`src/rtl/imgcmd_pkg.sv`:
```
package imgcmd_pkg;

   localparam int OP_W = 4;

   typedef enum logic [OP_W-1:0] {
      OP_CLR   = 4'd0,
      OP_PDEC  = 4'd1,
      OP_BDEC  = 4'd2,
      OP_FLD   = 4'd3,
      OP_FETCH = 4'd4,
      OP_QMAT  = 4'd5,
      OP_PAL   = 4'd6,
      OP_CONV  = 4'd7,
      OP_PACK  = 4'd8,
      OP_THR   = 4'd9
   } op_e;

   // register offsets inside the window
   localparam int OFS_CMD  = 'h00;
   localparam int OFS_STAT = 'h04;
   localparam int OFS_CTRL = 'h10;
   localparam int OFS_TOP  = 'h30;

   // control word bit positions
   localparam int CB_BUSY = 31;
   localparam int CB_SRST = 30;
   localparam int CB_ERR  = 26;
   localparam int CB_SCD  = 25;
   localparam int CB_EOD  = 24;
   localparam int CB_MODE = 18;
   localparam int CB_PREC = 16;
   localparam int CB_FIFO = 8;
   localparam int CB_CBP  = 0;
   localparam int MODE_W  = 6;

   typedef struct packed {
      logic legal;
      logic immed;
      logic data_busy;
      logic skips;
      logic gives_data;
      logic sets_eod;
      logic gives_cbp;
   } op_class_t;

   function automatic op_class_t classify(input logic [OP_W-1:0] op);
      op_class_t c;
      c = '0;
      case (op)
         OP_CLR, OP_THR: begin
            c.legal = 1'b1;
            c.immed = 1'b1;
         end
         OP_PDEC, OP_BDEC, OP_FLD, OP_FETCH: begin
            c.legal     = 1'b1;
            c.data_busy = 1'b1;
            c.skips     = 1'b1;
            c.gives_data = (op == OP_FLD) || (op == OP_FETCH);
            c.sets_eod  = (op == OP_FLD);
            c.gives_cbp = (op == OP_BDEC);
         end
         OP_QMAT: begin
            c.legal = 1'b1;
            c.skips = 1'b1;
         end
         OP_PAL, OP_CONV, OP_PACK: c.legal = 1'b1;
         default: c = '0;
      endcase
      return c;
   endfunction

endpackage

```
`src/rtl/imgcmd_decode.sv`:
```
module imgcmd_decode
   import imgcmd_pkg::*;
#(
   parameter int ADDR_W       = 12,
   parameter int WIN_W        = 8,
   parameter bit ALIAS_WRITES = 1'b1
) (
   input  logic              bus_wr,
   input  logic [ADDR_W-1:0] bus_addr,
   input  logic [OP_W-1:0]   op_field,
   output logic              cmd_wr,
   output logic              ctrl_wr,
   output logic [OP_W-1:0]   op,
   output op_class_t         cls,
   output logic [WIN_W-1:0]  win_ofs
);

   localparam int NUM_OPS = 1 << OP_W;

   op_class_t cls_tbl [NUM_OPS];
   logic      page_ok;

   for (genvar g = 0; g < NUM_OPS; g++) begin : g_tbl
      assign cls_tbl[g] = classify(OP_W'(g));
   end

   if (ALIAS_WRITES) begin : g_alias
      logic unused_page;
      assign unused_page = ^bus_addr[ADDR_W-1:WIN_W];
      assign page_ok     = 1'b1;
   end else begin : g_strict
      assign page_ok = (bus_addr[ADDR_W-1:WIN_W] == '0);
   end

   assign win_ofs = bus_addr[WIN_W-1:0];
   assign op      = op_field;
   assign cls     = cls_tbl[op_field];
   assign cmd_wr  = bus_wr && page_ok && (win_ofs == WIN_W'(OFS_CMD));
   assign ctrl_wr = bus_wr && page_ok && (win_ofs == WIN_W'(OFS_CTRL));

endmodule

```
`src/rtl/imgcmd_mode_reg.sv`:
```
module imgcmd_mode_reg
   import imgcmd_pkg::*;
#(
   parameter int PREC_W = 2
) (
   input  logic              clk,
   input  logic              rst_n,
   input  logic              ctrl_wr,
   input  logic              rst_bit,
   input  logic [PREC_W-1:0] prec_in,
   input  logic [MODE_W-1:0] mode_in,
   output logic [PREC_W-1:0] prec,
   output logic [MODE_W-1:0] mode,
   output logic              soft_rst
);

   localparam logic [PREC_W-1:0] PREC_BAD = '1;
   localparam logic [PREC_W-1:0] PREC_FIX = PREC_W'(1);

   assign soft_rst = ctrl_wr && rst_bit;

   always_ff @(posedge clk or negedge rst_n) begin
      if (!rst_n) begin
         prec <= '0;
         mode <= '0;
      end else if (ctrl_wr) begin
         prec <= (prec_in == PREC_BAD) ? PREC_FIX : prec_in;
         mode <= mode_in;
      end
   end

endmodule

```
`src/rtl/imgcmd_seq.sv`:
```
module imgcmd_seq
   import imgcmd_pkg::*;
#(
   parameter int DATA_W = 32,
   parameter int CBP_W  = 6,
   parameter int SKIP_W = 6,
   parameter int BP_W   = 7,
   parameter int THR_W  = 8,
   parameter int THR_HI = 16
) (
   input  logic                 clk,
   input  logic                 rst_n,
   input  logic                 cmd_wr,
   input  logic [OP_W-1:0]      op,
   input  op_class_t            cls,
   input  logic [DATA_W-OP_W-1:0] arg,
   input  logic                 soft_rst,
   input  logic                 eng_done,
   input  logic [DATA_W-1:0]    eng_result,
   input  logic [DATA_W-1:0]    eng_top,
   input  logic                 eng_sc,
   input  logic [CBP_W-1:0]     eng_cbp,
   output logic                 busy,
   output logic                 dbusy,
   output logic                 err,
   output logic                 eod,
   output logic                 scd,
   output logic [CBP_W-1:0]     cbp,
   output logic [DATA_W-1:0]    res_q,
   output logic [DATA_W-1:0]    top_q,
   output logic                 irq,
   output logic                 eng_start,
   output logic [OP_W-1:0]      eng_op,
   output logic [DATA_W-OP_W-1:0] eng_arg,
   output logic                 skip_valid,
   output logic [SKIP_W-1:0]    skip_bits,
   output logic                 bp_load,
   output logic [BP_W-1:0]      bp_value,
   output logic                 fifo_flush,
   output logic [THR_W-1:0]     thr_lo,
   output logic [THR_W-1:0]     thr_hi
);

   logic accept, reject, done_ok;
   logic cur_data, cur_eod, cur_cbp;

   assign accept  = cmd_wr && !busy && cls.legal;
   assign reject  = cmd_wr && (busy || !cls.legal);
   assign done_ok = busy && eng_done;

   always_ff @(posedge clk or negedge rst_n) begin
      if (!rst_n) begin
         busy       <= 1'b0;
         dbusy      <= 1'b0;
         err        <= 1'b0;
         eod        <= 1'b0;
         scd        <= 1'b0;
         cbp        <= '0;
         res_q      <= '0;
         top_q      <= '0;
         irq        <= 1'b0;
         eng_start  <= 1'b0;
         eng_op     <= '0;
         eng_arg    <= '0;
         skip_valid <= 1'b0;
         skip_bits  <= '0;
         bp_load    <= 1'b0;
         bp_value   <= '0;
         fifo_flush <= 1'b0;
         thr_lo     <= '0;
         thr_hi     <= '0;
         cur_data   <= 1'b0;
         cur_eod    <= 1'b0;
         cur_cbp    <= 1'b0;
      end else begin
         irq        <= 1'b0;
         eng_start  <= 1'b0;
         skip_valid <= 1'b0;
         bp_load    <= 1'b0;
         fifo_flush <= 1'b0;
         if (soft_rst) begin
            busy       <= 1'b0;
            dbusy      <= 1'b0;
            err        <= 1'b0;
            eod        <= 1'b0;
            scd        <= 1'b0;
            cbp        <= '0;
            top_q      <= '0;
            fifo_flush <= 1'b1;
            bp_load    <= 1'b1;
            bp_value   <= '0;
         end else begin
            if (done_ok) begin
               busy  <= 1'b0;
               dbusy <= 1'b0;
               irq   <= 1'b1;
               scd   <= eng_sc;
               if (cur_data) begin
                  res_q <= eng_result;
                  top_q <= eng_top;
               end
               if (cur_eod) eod <= (eng_result == '0);
               if (cur_cbp) cbp <= eng_cbp;
            end
            if (reject) err <= 1'b1;
            if (accept) begin
               eod <= 1'b0;
               scd <= 1'b0;
               if (cls.immed) begin
                  irq <= 1'b1;
                  if (op == OP_CLR) begin
                     fifo_flush <= 1'b1;
                     bp_load    <= 1'b1;
                     bp_value   <= arg[BP_W-1:0];
                  end else begin
                     thr_lo <= arg[THR_W-1:0];
                     thr_hi <= arg[THR_HI +: THR_W];
                  end
               end else begin
                  busy       <= 1'b1;
                  dbusy      <= cls.data_busy;
                  eng_start  <= 1'b1;
                  eng_op     <= op;
                  eng_arg    <= arg;
                  skip_valid <= cls.skips;
                  skip_bits  <= arg[SKIP_W-1:0];
                  cur_data   <= cls.gives_data;
                  cur_eod    <= cls.sets_eod;
                  cur_cbp    <= cls.gives_cbp;
               end
            end
         end
      end
   end

endmodule

```
`src/rtl/imgcmd_dispatch.sv`:
```
module imgcmd_dispatch
   import imgcmd_pkg::*;
#(
   parameter int ADDR_W       = 12,
   parameter int WIN_W        = 8,
   parameter int DATA_W       = 32,
   parameter int FIFO_W       = 4,
   parameter int CBP_W        = 6,
   parameter int SKIP_W       = 6,
   parameter int BP_W         = 7,
   parameter int THR_W        = 8,
   parameter bit ALIAS_WRITES = 1'b1
) (
   input  logic                     clk,
   input  logic                     rst_n,
   input  logic                     bus_wr,
   input  logic [ADDR_W-1:0]        bus_addr,
   input  logic [DATA_W-1:0]        bus_wdata,
   output logic [DATA_W-1:0]        bus_rdata,
   input  logic [FIFO_W-1:0]        fifo_level,
   output logic                     eng_start,
   output logic [OP_W-1:0]          eng_op,
   output logic [DATA_W-OP_W-1:0]   eng_arg,
   input  logic                     eng_done,
   input  logic [DATA_W-1:0]        eng_result,
   input  logic [DATA_W-1:0]        eng_top,
   input  logic                     eng_sc,
   input  logic [CBP_W-1:0]         eng_cbp,
   output logic                     skip_valid,
   output logic [SKIP_W-1:0]        skip_bits,
   output logic                     bp_load,
   output logic [BP_W-1:0]          bp_value,
   output logic                     fifo_flush,
   output logic [THR_W-1:0]         thr_lo,
   output logic [THR_W-1:0]         thr_hi,
   output logic                     irq
);

   localparam int PREC_W = 2;
   localparam int ARG_W  = DATA_W - OP_W;
   localparam int THR_HI = 16;

   if (DATA_W != 32) begin : g_bad_data
      $error("imgcmd_dispatch: DATA_W must be 32");
   end
   if (WIN_W < 6 || WIN_W >= ADDR_W) begin : g_bad_win
      $error("imgcmd_dispatch: WIN_W must be at least 6 and below ADDR_W");
   end
   if (FIFO_W < 1 || FIFO_W > 4) begin : g_bad_fifo
      $error("imgcmd_dispatch: FIFO_W must be 1 to 4");
   end
   if (CBP_W < 1 || CBP_W > 6) begin : g_bad_cbp
      $error("imgcmd_dispatch: CBP_W must be 1 to 6");
   end
   if (SKIP_W < 1 || SKIP_W > 6 || BP_W < 1 || BP_W > 7) begin : g_bad_bp
      $error("imgcmd_dispatch: skip or bit pointer width out of range");
   end
   if (THR_W < 1 || THR_W > 8) begin : g_bad_thr
      $error("imgcmd_dispatch: THR_W must be 1 to 8");
   end

   logic              cmd_wr, ctrl_wr, soft_rst;
   logic [OP_W-1:0]   cmd_op;
   op_class_t         cmd_cls;
   logic [WIN_W-1:0]  win_ofs;
   logic [PREC_W-1:0] prec;
   logic [MODE_W-1:0] mode;
   logic              busy, dbusy, err, eod, scd;
   logic [CBP_W-1:0]  cbp;
   logic [DATA_W-1:0] res_q, top_q, ctrl_word;

   imgcmd_decode #(
      .ADDR_W      (ADDR_W),
      .WIN_W       (WIN_W),
      .ALIAS_WRITES(ALIAS_WRITES)
   ) u_decode (
      .bus_wr  (bus_wr),
      .bus_addr(bus_addr),
      .op_field(bus_wdata[DATA_W-1 -: OP_W]),
      .cmd_wr  (cmd_wr),
      .ctrl_wr (ctrl_wr),
      .op      (cmd_op),
      .cls     (cmd_cls),
      .win_ofs (win_ofs)
   );

   imgcmd_mode_reg #(
      .PREC_W(PREC_W)
   ) u_mode (
      .clk     (clk),
      .rst_n   (rst_n),
      .ctrl_wr (ctrl_wr),
      .rst_bit (bus_wdata[CB_SRST]),
      .prec_in (bus_wdata[CB_PREC +: PREC_W]),
      .mode_in (bus_wdata[CB_MODE +: MODE_W]),
      .prec    (prec),
      .mode    (mode),
      .soft_rst(soft_rst)
   );

   imgcmd_seq #(
      .DATA_W(DATA_W),
      .CBP_W (CBP_W),
      .SKIP_W(SKIP_W),
      .BP_W  (BP_W),
      .THR_W (THR_W),
      .THR_HI(THR_HI)
   ) u_seq (
      .clk       (clk),
      .rst_n     (rst_n),
      .cmd_wr    (cmd_wr),
      .op        (cmd_op),
      .cls       (cmd_cls),
      .arg       (bus_wdata[ARG_W-1:0]),
      .soft_rst  (soft_rst),
      .eng_done  (eng_done),
      .eng_result(eng_result),
      .eng_top   (eng_top),
      .eng_sc    (eng_sc),
      .eng_cbp   (eng_cbp),
      .busy      (busy),
      .dbusy     (dbusy),
      .err       (err),
      .eod       (eod),
      .scd       (scd),
      .cbp       (cbp),
      .res_q     (res_q),
      .top_q     (top_q),
      .irq       (irq),
      .eng_start (eng_start),
      .eng_op    (eng_op),
      .eng_arg   (eng_arg),
      .skip_valid(skip_valid),
      .skip_bits (skip_bits),
      .bp_load   (bp_load),
      .bp_value  (bp_value),
      .fifo_flush(fifo_flush),
      .thr_lo    (thr_lo),
      .thr_hi    (thr_hi)
   );

   always_comb begin
      ctrl_word                       = '0;
      ctrl_word[CB_BUSY]              = busy;
      ctrl_word[CB_ERR]               = err;
      ctrl_word[CB_SCD]               = scd;
      ctrl_word[CB_EOD]               = eod;
      ctrl_word[CB_MODE +: MODE_W]    = mode;
      ctrl_word[CB_PREC +: PREC_W]    = prec;
      ctrl_word[CB_FIFO +: FIFO_W]    = fifo_level;
      ctrl_word[CB_CBP +: CBP_W]      = cbp;
   end

   always_comb begin
      case (win_ofs)
         WIN_W'(OFS_CMD):  bus_rdata = res_q;
         WIN_W'(OFS_STAT): bus_rdata = DATA_W'(dbusy);
         WIN_W'(OFS_CTRL): bus_rdata = ctrl_word;
         WIN_W'(OFS_TOP):  bus_rdata = top_q;
         default:          bus_rdata = '0;
      endcase
   end

endmodule

```
`config.mk`:
```
export PLATFORM = sky130hd
export DESIGN_NAME = imgcmd_dispatch
export DESIGN_NICKNAME = d
export VERILOG_FILES = /design/src/rtl/imgcmd_pkg.sv /design/src/rtl/imgcmd_decode.sv /design/src/rtl/imgcmd_mode_reg.sv /design/src/rtl/imgcmd_seq.sv /design/src/rtl/imgcmd_dispatch.sv
export SDC_FILE = /design/constraint.sdc
export NUM_CORES = 1
export LEC_CHECK = 0
export BUFFER_PORTS_ARGS = -buffer_cell sky130_fd_sc_hd__buf_2
export CORE_AREA = 8 8 118 142
export DETAILED_ROUTE_END_ITERATION = 8
export DIE_AREA = 0 0 126 150
export PLACE_DENSITY = 0.8
export SETUP_SLACK_MARGIN = 0.02
export SYNTH_ARGS = -nofsm -noshare
export SYNTH_HDL_FRONTEND = slang
export SYNTH_SLANG_ARGS = --single-unit
```
`constraint.sdc`:
```
create_clock -name clk -period 1.9 [get_ports clk]
set_input_delay 0 -clock clk [delete_from_list [all_inputs] [get_ports clk]]
set_output_delay 0 -clock clk [all_outputs]
set_load 0.03 [all_outputs]
```
; ---- Word level (Yosys, flattened, before mapping)
; Memory sizes are Yosys's and may differ from the RTL's.
; Cells that the tools add are included.
[totals]
romBits = 112
ff_bits = 151
memories = 1
[mem_list]
columns = name, words, word_bits, read_ports, rd_clocked_by_memory_dff, wr, line_no
row1 = (no name shown), 16, 7, 1, 0, 0, imgcmd_decode.sv:37  ; assign cls = cls_tbl[op_field];
[op_classes]
n_lt_le_gt_ge = 1
n_eq_ne = 4
bitwise_logic = 4
mux = 45
reduce_logical = 29
[op_table]
columns = op, n
row1 = $pmux 32 s4, 1
row2 = $mux 32, 3
row3 = $mux 7, 6
row4 = $logic_not 32->1, 1
row5 = $mux 1, 31
row6 = $mux 6, 3
row7 = $reduce_bool 2->1, 7
row8 = $reduce_and 3->1, 3
row9 = $eq 8x3->1 const B, 1
row10 = $eq 8x5->1 const B, 1
row11 = $eq 8x6->1 const B, 1
row12 = $logic_not 8->1, 1
row13 = $logic_and 1x1->1, 7
row14 = $reduce_and 2->1, 3
row15 = $reduce_bool 3->1, 2
row16 = $ge 5x5->1 const B, 1
row17 = $not 4->5, 1
row18 = $logic_not 4->1, 1
row19 = $reduce_and 4->1, 1
row20 = $not 1->1, 3
row21 = $eq 2x2->1 const B, 1
row22 = $logic_not 1->1, 2
row23 = $mux 2, 1
row24 = $logic_or 1x1->1, 1

; ---- Logic depth before layout (Yosys ltp)
[logic_depth]
word_depth = 9
depth_mapped = 7
mapped_depth_nobuf = 4

; ---- By module
; From an unflattened synthesis, not the netlist that was laid out.
[hier_totals]
cells_unflattened = 499
hier_area_um2 = 6505.0
[by_module_without_submodules]
columns = mod, seq_area_each_um2, area_per_inst_um2, instances, cells_per_inst
row1 = imgcmd_seq, 3428.3, 5285.1, 1, 353
row2 = imgcmd_dispatch, 0.0, 661.9, 1, 95
row3 = imgcmd_mode_reg, 200.2, 340.3, 1, 20
row4 = imgcmd_decode, 0.0, 217.7, 1, 31

; ---- Worst setup path after synthesis
; Ideal clock, no wire load.
[synth_path]
kind = register to register
from = register u_seq.busy
to = register u_seq.thr_hi[0]
path_buffers = 2
arrival_ns = 1.791
setup_time_ns = 0.125
stages_incl_launch_ff = 6
required_ns = 1.775
setup_slack_ns = -0.016
cell_sequence = dfrtp_1 clkbuf_1 nand2b_1 nor4_4 buf_6 mux2_2
[synth_between]
elab_chain_len = 4
[synth_rtl]
columns = element, line_no
row1 = start: declaration, imgcmd_seq.sv:23  ; output logic busy,
row2 = start signal: assignment, imgcmd_seq.sv:53  ; busy <= 1'b0;
row3 = start signal: assignment, imgcmd_seq.sv:82  ; busy <= 1'b0;
row4 = start signal: assignment, imgcmd_seq.sv:94  ; busy <= 1'b0;
row5 = $logic_not 1->1, imgcmd_seq.sv:47  ; assign accept = cmd_wr && !busy && cls.legal;
row6 = $logic_and 1x1->1 (2 in series), imgcmd_seq.sv:47
row7 = $reduce_and 4->1 (no line), -
row8 = end signal: assignment, imgcmd_seq.sv:117  ; thr_hi <= arg[THR_HI +: THR_W];
row9 = end: declaration, imgcmd_seq.sv:41  ; output logic [THR_W-1:0] thr_hi
; Every way passes these cells.
; A chain may end at the register's enable or synchronous reset.

; ---- Worst setup path in the final report
[layout_path]
from = input port bus_wdata[31]
to = register u_seq.thr_lo[3]
[layout_between]
elab_chain_len = 6
word_cells_on_any_way = 8
[layout_rtl]
columns = element, line_no
row1 = start: declaration, imgcmd_dispatch.sv:18  ; input logic [DATA_W-1:0] bus_wdata,
row2 = $not 4->5 (not written as such), imgcmd_decode.sv:37
row3 = $mem_v2 16x7, -
row4 = $mux 7 (not written as such) (2 in series), imgcmd_decode.sv:37
row5 = $logic_and 1x1->1, imgcmd_seq.sv:47
row6 = $reduce_and 4->1 (no line) *, -
row7 = end signal: assignment, imgcmd_seq.sv:116  ; thr_lo <= arg[THR_W-1:0];
row8 = end: declaration, imgcmd_seq.sv:40  ; output logic [THR_W-1:0] thr_lo,
; Mark *: on every way between the ends. The rest lies on a longest branch, timed or not. The select of a mux whose other input is x is not followed.

==> results.py <==
metrics = {
    "critical_path": {
        "crit_arrival_ns": 2.15,
        "timing.reg2reg.setup_slack_ns": 0.09,
        "path_delay_family": "buffers and inverters",
        "critPathRequiredTime_ns": 2.20,
        "crit_path_start_kind": "input port",
        "r2r_start": "u_seq.cur_data",
        "worstSetupPathType": "input port to register",
        "critical-path-slowest-cell": "or4_4",
        "rr_worst_depth": 3,
        "path_buf_inv": 4,
        "critical-path-max-stage-delay_ns": 0.59,
        "endpoint_kind": "register",
        "path_cells": "dlygate4sd3_1 > buf_2 > or4_4 > o31ai_4 > nor4_4 > buf_4 > clkbuf_16 > mux2_4",
        "r2r_end": "u_seq.res_q[6]",
        "cp_max_fo": 8,
    },
    "timing": {
        "tightest_slew_ns": 0.656,
        "setup_ws_ns": 0.0528,
        "fin_skew_ns": 0.0102,
        "final_max_slew_viol_count": 0,
        "finalCritPeriodShare": 0.972,
        "tns_ns": 0,
        "period_minus_slack_ns": 1.85,
        "hold_viol": 0,
        "rsz0062_at_grt": "true",
        "fmax_mhz": 541,
        "setup_violations": 0,
        "max_slew_margin": 0.563,
    },
    "yosys": {
        "syn_area_um2": 6530,
        "synthDistinctLibCells": 43,
        "netlist_instances": 472,
        "synth_flop_cell": "dfrtp_1",
        "synthTopCellsByCount": "dfrtp_1 (145), mux2_4 (52), a22o_1 (42), mux2_2 (40), inv_1 (24)",
        "synth_area_leader_cell": "dfrtp_1",
        "synth_top_area_frac": 0.555,
        "netlist_top_cells_area": "dfrtp_1 (56%), mux2_4 (12%), mux2_2 (6.9%)",
        "ys_ff_latch": 145,
        "syn_avg_cell_area_um2": 13.8,
        "ys_seq_area_frac": 0.555,
        "syn_nets": 595,
        "synth_edf_count": 0,
        "yosysMostFrequentCell": "dfrtp_1",
        "yosys_warnings": 0,
        "synthArstFlopShare": 1.00,
    },
    "floorplan": {
        "die-area_um2": 18900,
        "core_um2": 14600,
        "initial_utilization": 0.448,
        "die_x_um": 126,
        "pin_count": 221,
        "chipHeight_um": 150,
        "rows": 49,
    },
    "cells_and_area": {
        "drive_above_1_share": 0.467,
        "area_growth_pct": 47.9,
        "final_nets": 926,
        "instances_no_fill": 993,
        "fin_area_um2": 9660,
        "antenna_cells": 0,
    },
    "clock_network": {
        "clk_latency_ns": 0.42,
        "cts.htree.levels": 4,
        "numCtsBuffers": 17,
        "ctsRootBufferMaster": "clkbuf_16",
        "cts_sinks": 145,
        "cts.clk_slew.worst_paths_ns": 0.06,
        "cts_tree": "yes",
        "clk_path_buf_depth": 2,
    },
    "placement": {
        "port_buffers": 216,
        "dp.cells": 850,
        "place_congestion": 0.887,
        "hpwl_um": 13600,
        "placed_area_um2": 7900,
        "post-place-ws_ns": -0.113,
    },
    "hold_path": {
        "min_from": "bus_wdata[30]",
        "holdPathStages": 3,
        "hold_class": "input port to register",
        "whs_endpoint": "u_seq.bp_load",
    },
    "global_routing": {
        "antenna_found_initial": 0,
        "overflow": 0,
        "grt.total_usage": 0.234,
        "grt_max_degree": 57,
        "grt_pass1_wl_um": 34700,
        "grt_pass1_vias": 6234,
    },
    "status": {
        "status": "finished, final reports clean",
    },
    "power_and_ir_drop": {
        "peakVddDrop_uv": 508,
        "finalPower_uw": 7220,
        "powerDensity_nw_per_um2": 747,
        "leakage_uw": 0.00517,
    },
    "route": {
        "drc_errors": 0,
        "drt_iter0_drc": 578,
        "via_per_inst": 5.75,
        "post_drt_wl_per_cell_um": 22.8,
        "first_pass_iters": 6,
        "vias": 5712,
        "wl_um": 22700,
        "ant_nets": 0,
    },
    "flow_run": {
        "cap_violations": 0,
    },
}
==> layout by cell type, fill, tap and decap left out, types with 2 or more instances in the layout <==
master	Yosys	final
clkbuf_16	0	19
mux2_2	40	40
clkinv_4	0	2
buf_6	7	2
a21oi_1	4	4
nand3_1	3	3
nor2_1	12	10
nor2_2	0	2
nor3b_1	3	2
inv_1	24	24
a222oi_1	21	21
nor4_1	11	11
a31oi_4	0	2
clkinv_2	0	3
dfrtp_1	145	145
nor2b_1	8	8
nand2b_1	3	3
nand4_1	3	3
buf_2	7	215
o21ai_0	9	9
nor3_1	5	5
a22o_1	42	42
inv_6	0	2
buf_4	9	15
mux2i_1	9	9
dlygate4sd3_1	0	107
bufinv_16	0	3
mux2_4	52	52
clkinvlp_4	0	3
nand2_1	10	10
nor4_4	2	3
o31ai_1	2	2
or4_1	3	2
buf_12	0	8
or3_1	2	2
a31oi_1	4	3
==> tightest hold or removal path, stage by stage <==
cell	delay [ns]
buf_2	0.14
or4_4	0.18
o21bai_1	0.08
==> per-stage QoR <==
step | hold slack [ns] | util
floorplan | -0.296 | -
global placement | 0.0117 | 0.542
detailed placement | 0.0174 | 0.542
CTS | 0.00767 | 0.655
global route | 0.0358 | 0.662
finish | 0.0343 | 0.662
==> final cells by class <==
cell class | instances | area, um2
flip-flops and latches | 145 | 3630
well taps | 178 | 223
fillers | 970 | 4930
clock buffers | 18 | 429
multi-input cells | 266 | 2640
clock inverters | 13 | 163
repair buffers | 349 | 2490
inverters | 24 | 90.1
==> kinds of logic (layout without fill, tap and decap cells) <==
group | after synthesis | in the layout | share of synthesized area
AND/OR/NAND/NOR | 73 | 73 | 0.0720
multiplexers | 101 | 101 | 0.202
flip-flops | 145 | 145 | 0.555
AO/OA/AOI/OAI | 91 | 92 | 0.120
buffers and inverters | 62 | 404 | 0.0502
==> state kept, by name, indices dropped and copies added (netlist names), 2 cells and up <==
register,count
u_seq.res_q,32
u_seq.top_q,32
u_seq.eng_arg,23
u_seq.thr_hi,8
u_seq.thr_lo,8
u_seq.bp_value,7
u_mode.mode,6
u_seq.cbp,6
u_seq.skip_bits,5
u_seq.eng_op,4
u_mode.prec,2
==> how the worst max path moves through the flow <==
stage                             start           endpoint  slack, ns  depth (start not counted)
after floorplan              u_seq.busy    u_seq.thr_hi[0]       0.03                          5
after global placement      bus_addr[3]    u_seq.top_q[10]      -0.08                          7
after detailed placement    bus_addr[3]    u_seq.top_q[21]      -0.11                          7
after CTS                 bus_wdata[31]  u_seq.bp_value[6]       0.02                          6
after global routing      bus_wdata[31]  u_seq.eng_arg[19]       0.02                          6
final                     bus_wdata[31]    u_seq.thr_lo[3]       0.05                          8
==> report_power, final <==
group	internal (uW)	switching, uW	total, uW
combinational	329	330	660
clock	2060	1330	3390
sequential	3130	35.1	3170
total	5530	1690	7220
==> per-layer routing <==
metal / part of all wire / up-vias / global-route usage
li1: - / 2430 / -
met2: 0.50 / 397 / 0.391
met4: 0.025 / 0 / 0.102
met1: 0.38 / 2830 / 0.275
met3: 0.087 / 55 / 0.0699
met5: 0 / - / 0
==> timing repair <==
| action | in CTS | in global routing |
|---|---|---|
| resized for setup | 0 | 3 |
| hold buffers | 106 | 1 |
| hold endpoints to repair | 222 | 1 |
| buffers inserted | 0 | 2 |
| setup endpoints to repair | 0 | 66 |
(Power assumes the default switching activity.)
